`src/rtl/mbx_pkg.sv`:
```
package mbx_pkg;
  // Side index used for the per-port arrays
  localparam int SIDE_L = 0;
  localparam int SIDE_R = 1;
  localparam int NUM_SIDES = 2;

  // Decoded mailbox events of one port for one cycle
  typedef struct packed {
    logic post; // write into the peer's mailbox
    logic take; // qualified read of own mailbox
  } mbx_evt_t;
endpackage

```
`src/rtl/mbx_port_decode.sv`:
```
module mbx_port_decode #(
  parameter int AW = 15,
  parameter logic [AW-1:0] OWN_ADDR = '1,
  parameter logic [AW-1:0] PEER_ADDR = '1
) (
  input  logic          sel,
  input  logic          wr,
  input  logic          oe,
  input  logic          busy,
  input  logic [AW-1:0] addr,
  output mbx_pkg::mbx_evt_t evt
);
  logic granted;
  logic hit_own;
  logic hit_peer;

  always_comb begin
    granted  = sel && !busy;
    hit_own  = (addr == OWN_ADDR);
    hit_peer = (addr == PEER_ADDR);
    evt.post = granted && wr && hit_peer;
    evt.take = granted && !wr && oe && hit_own;
  end
endmodule

```
`src/rtl/mbx_flag_cell.sv`:
```
module mbx_flag_cell (
  input  logic clk,
  input  logic rst_n,
  input  logic set_i,
  input  logic clr_i,
  output logic raised_o
);
  // Set has priority over clear
  always_ff @(posedge clk or negedge rst_n) begin
    if (!rst_n)     raised_o <= 1'b0;
    else if (set_i) raised_o <= 1'b1;
    else if (clr_i) raised_o <= 1'b0;
  end
endmodule

```
`src/rtl/mbx_irq_top.sv`:
```
module mbx_irq_top #(
  parameter int AW = 15
) (
  input  logic          clk,
  input  logic          rst_n,
  input  logic          l_sel,
  input  logic          l_wr,
  input  logic          l_oe,
  input  logic          l_busy,
  input  logic [AW-1:0] l_addr,
  input  logic          r_sel,
  input  logic          r_wr,
  input  logic          r_oe,
  input  logic          r_busy,
  input  logic [AW-1:0] r_addr,
  output logic          l_irq_n,
  output logic          r_irq_n
);
  import mbx_pkg::*;

  localparam logic [AW-1:0] TOP_WORD  = {AW{1'b1}};
  localparam logic [AW-1:0] NEXT_WORD = TOP_WORD - 1'b1;

  logic          p_sel  [NUM_SIDES];
  logic          p_wr   [NUM_SIDES];
  logic          p_oe   [NUM_SIDES];
  logic          p_busy [NUM_SIDES];
  logic [AW-1:0] p_addr [NUM_SIDES];
  mbx_evt_t      p_evt  [NUM_SIDES];
  logic          raised [NUM_SIDES];

  always_comb begin
    p_sel[SIDE_L]  = l_sel;   p_sel[SIDE_R]  = r_sel;
    p_wr[SIDE_L]   = l_wr;    p_wr[SIDE_R]   = r_wr;
    p_oe[SIDE_L]   = l_oe;    p_oe[SIDE_R]   = r_oe;
    p_busy[SIDE_L] = l_busy;  p_busy[SIDE_R] = r_busy;
    p_addr[SIDE_L] = l_addr;  p_addr[SIDE_R] = r_addr;
  end

  for (genvar g = 0; g < NUM_SIDES; g++) begin : g_side
    // Left owns the word below the top, right owns the top word
    localparam logic [AW-1:0] OWN  = (g == SIDE_L) ? NEXT_WORD : TOP_WORD;
    localparam logic [AW-1:0] PEER = (g == SIDE_L) ? TOP_WORD : NEXT_WORD;

    mbx_port_decode #(.AW(AW), .OWN_ADDR(OWN), .PEER_ADDR(PEER)) u_dec (
      .sel  (p_sel[g]),
      .wr   (p_wr[g]),
      .oe   (p_oe[g]),
      .busy (p_busy[g]),
      .addr (p_addr[g]),
      .evt  (p_evt[g])
    );

    mbx_flag_cell u_flag (
      .clk      (clk),
      .rst_n    (rst_n),
      .set_i    (p_evt[NUM_SIDES-1-g].post),
      .clr_i    (p_evt[g].take),
      .raised_o (raised[g])
    );
  end

  assign l_irq_n = !raised[SIDE_L];
  assign r_irq_n = !raised[SIDE_R];
endmodule

```
`config.mk`:
```
export PLATFORM = sky130hd
export DESIGN_NAME = mbx_irq_top
export DESIGN_NICKNAME = d
export VERILOG_FILES = /design/src/rtl/mbx_pkg.sv /design/src/rtl/mbx_port_decode.sv /design/src/rtl/mbx_flag_cell.sv /design/src/rtl/mbx_irq_top.sv
export SDC_FILE = /design/constraint.sdc
export NUM_CORES = 1
export LEC_CHECK = 0
export ABC_AREA = 1
export BUFFER_PORTS_ARGS = -buffer_cell sky130_fd_sc_hd__buf_4
export CAP_MARGIN = 20
export CORE_AREA = 2 2 39 41
export CTS_CLUSTER_DIAMETER = 100
export DETAILED_ROUTE_END_ITERATION = 16
export DIE_AREA = 0 0 41 43
export GPL_ROUTABILITY_DRIVEN = 0
export PLACE_DENSITY = 0.67
export SLEW_MARGIN = 40
export SYNTH_ARGS = -nofsm -noshare
export SYNTH_HDL_FRONTEND = slang
export SYNTH_SLANG_ARGS = --single-unit
```
`constraint.sdc`:
```
create_clock -name clk -period 1.35 [get_ports clk]
set_input_delay 0.0675 -clock clk [delete_from_list [all_inputs] [get_ports clk]]
set_output_delay 0.0675 -clock clk [all_outputs]
set_load 0.02 [all_outputs]
```
==> metrics.md <==
| Metric | Value |
|---|---|
| Crit Path Class | `register to output port` |
| Largest area contributor in the netlist | `nand2_1` |
| DR WL met2 | `475 um` |
| Synth unique cells | `10` |
| DIE WIDTH | `41 um` |
| Crit end category | `output port` |
| Mapped cell area | `279 um^2` |
| Pwr/cell area | `482 nW/um^2` |
| Largest family of logic cells by synthesized area | `simple AND/OR/NAND/NOR gates` |
| Max reg flops | `2` |
| Die span in y | `43 um` |
| Clk sinks | `2` |
| Post-synth ARST share | `100%` |
| Max-slew violation count | `0` |
| WL final | `853 um` |
| Post-CTS Setup Inserts | `0` |
| Clock Skews | `0 ns` |
| TNS Setup | `0 ns` |
| Layout fillers | `158` |
| Overall Global Routing Usage | `12.0%` |
| Gate Count Post-Synth | `51` |
| Vias in the first global route | `469` |
| Biggest regs | `g_side.u_flag.raised_o (2)` |
| Number of routed nets with antenna violations | `0` |
| Worst Max-Slew Pin Slew | `0.148 ns` |
| Worst-path cell chain | `inv_1, buf_4` |
| Clock latency at the later pin of the worst-skew pair | `0.22 ns` |
| Post-synth top cells | `nand2_1 (18), nor2_1 (9), inv_1 (7)` |
| Gr ovfl total | `0` |
| Arrival time at the worst endpoint | `0.77 ns` |
| Max Cap Viol | `0` |
| Post-place instance area | `607 um^2` |
| Wire length per cell | `7.62 um` |
| CP peak stage delay | `0.37 ns` |
| Worst Path Buf+Inv | `2` |
| Number of synthesized flops with an enable pin | `0` |
| TritonCTS Buffers | `3` |
| Syn-to-layout area delta | `129%` |
| Port Buffers | `41` |
| M1 wire length | `251 um` |
| Clock-pin slew on the worst setup and hold paths | `0.03 ns` |
| Overall Power | `0.308 mW` |
| RSZ-0062 raised after global routing | `false` |
| Compound-gate portion of the synthesized area | `0%` |
| Core footprint | `1380 um^2` |
| Net Count, Synth | `91` |
| CTS tree | `done` |
| Minimum clock period | `0.838 ns` |
| Vias | `476` |
| Cell count after placement | `108` |
| Post-synthesis simple-gate area fraction | `71.3%` |
| Startpoint class of the critical path | `register` |
| Final setup viols | `0` |
| Worst slack, placed | `0.612 ns` |
| Site row count | `14` |
| Synth top area share | `24.2%` |
| DRC viols | `0` |
| Fraction of layout cells with a size suffix above 1 | `52.1%` |
| Dpl hpwl | `805 um` |
| Largest delay share family, worst path | `flip-flops` |
| Fmax | `1190 MHz` |
| Post-synthesis mux area share | `0%` |
| DRT Pass-1 Iters | `2` |
| Rel. slew slack | `90.1%` |
| NumNets Final | `138` |
| Initial antenna violation count | `0` |
| CTS H-tree depth | `1` |
| Clock buffer depth | `2` |
| Root Buffer Master | `clkbuf_4` |
| Final cell utilization of the core | `46.2%` |
| Peak supply drop | `0.000193 V` |
| Post-route cell area | `639 um^2` |
| Yosys reg bits | `2` |
| Die area | `1760 um^2` |
| Initial DRC count | `3` |
| Vias per cell | `4.25` |
| Slowest cell on crit path | `dfrtp_1` |
| Status | `complete, no violations` |
| Top sig layer | `met3` |
| Final hold vios | `0` |
| Min Hold Slack | `0.180 ns` |
| Top FF cell, synth | `dfrtp_1` |
| Worst min path class | `input port to async pin` |
| Synth warn | `0` |
| Pleak | `0.333 nW` |
| DR WL met3 | `125 um` |
| Antenna diodes | `0` |
| Max FO, Critical Path | `2` |
| Tcrit/Tclk final | `62.1%` |
| Post-Synth Adder-Cell Area | `0%` |
| Final WS setup | `0.512 ns` |
| Largest net degree at the start of global routing | `3` |
| I/O pins | `42` |
| Layout Cells excl Fill | `112` |
| Initial core utilization | `20.2%` |
| Worst EP required | `1.28 ns` |
| Cell with the most instances after synthesis | `nand2_1` |
| Synth top area cells | `nand2_1 (24%), dfrtp_1 (18%), nor2_1 (12%), inv_1 (9.4%), nand4_1 (9.0%)` |
| Xor and xnor area share after synthesis | `0%` |
| Sequential area share after synthesis | `17.9%` |
| Mean Syn Cell Area | `5.47 um^2` |
| First-pass GRT wire length | `1480 um` |
| Most flops, register | `g_side.u_flag.raised_o` |
-- cells in the final DEF, fill, tap and decap left out --
cell type,netlist,routed
nor2_2,4,4
nand4_1,4,4
dfrtp_1,2,2
dlygate4sd3_1,0,1
buf_4,0,41
nand2_1,18,18
nand3_1,4,4
inv_1,7,7
inv_2,1,1
nand4_4,1,1
nor2_1,9,9
clkbuf_4,0,3
and3_1,1,1
-- routing by layer --
layer / up-vias / global-route usage, %
li1: 250 / -
met1: 200 / 10.5
met2: 26 / 22.2
met3: 0 / 2.09
met4: 0 / 8.00
met5: - / 0
-- layout make-up --
class	instances	area [um^2]	area share, %
sequential	2	50.0	7.83
timing repair buffer	42	318	49.7
tap	16	20.0	3.13
inverter	8	30.0	4.70
multi-input combinational	41	199	31.1
clock buffer	3	22.5	3.52
-- path summary, 6_finish.rpt --
| path | from | to | slack, ns | cells past startpoint |
|---|---|---|---|---|
| max | g_side[0].u_flag.raised_o | l_irq_n | 0.51 | 2 |
| min | rst_n | g_side[0].u_flag.raised_o | 0.18 | 2 |
| max reg2reg | g_side[1].u_flag.raised_o | g_side[1].u_flag.raised_o | 0.76 | 2 |
| min reg2reg | g_side[0].u_flag.raised_o | g_side[0].u_flag.raised_o | 0.47 | 2 |
| max in group asynchronous | rst_n | g_side[1].u_flag.raised_o | 1.08 | 2 |
| min in group clk | r_addr[0] | g_side[0].u_flag.raised_o | 0.19 | 6 |
-- power breakdown --
group	switching, mW	leakage (nW)	total, mW	internal (mW)
Combinational	0.0342	0.291	0.116	0.0823
Sequential	0.0000115	0.0280	0.0604	0.0604
Clock	0.0335	0.0138	0.132	0.0981
Total	0.0677	0.333	0.308	0.241
-- worst register-to-register path: stages (launching register included) --
cell	delay (ns)
dfrtp_1	0.37
nand2_1	0.07
nand2_1	0.04
-- kinds of logic (layout without fill, tap and decap cells) --
group / Yosys count / after routing
buf+inv: 8 / 53
flops: 2 / 2
simple gates: 41 / 41
-- timing repair --
action,CTS,global route
hold buffers,1,0
gates resized for setup,0,0
endpoints found under the hold margin,2,0
(Power assumes the default switching activity.)
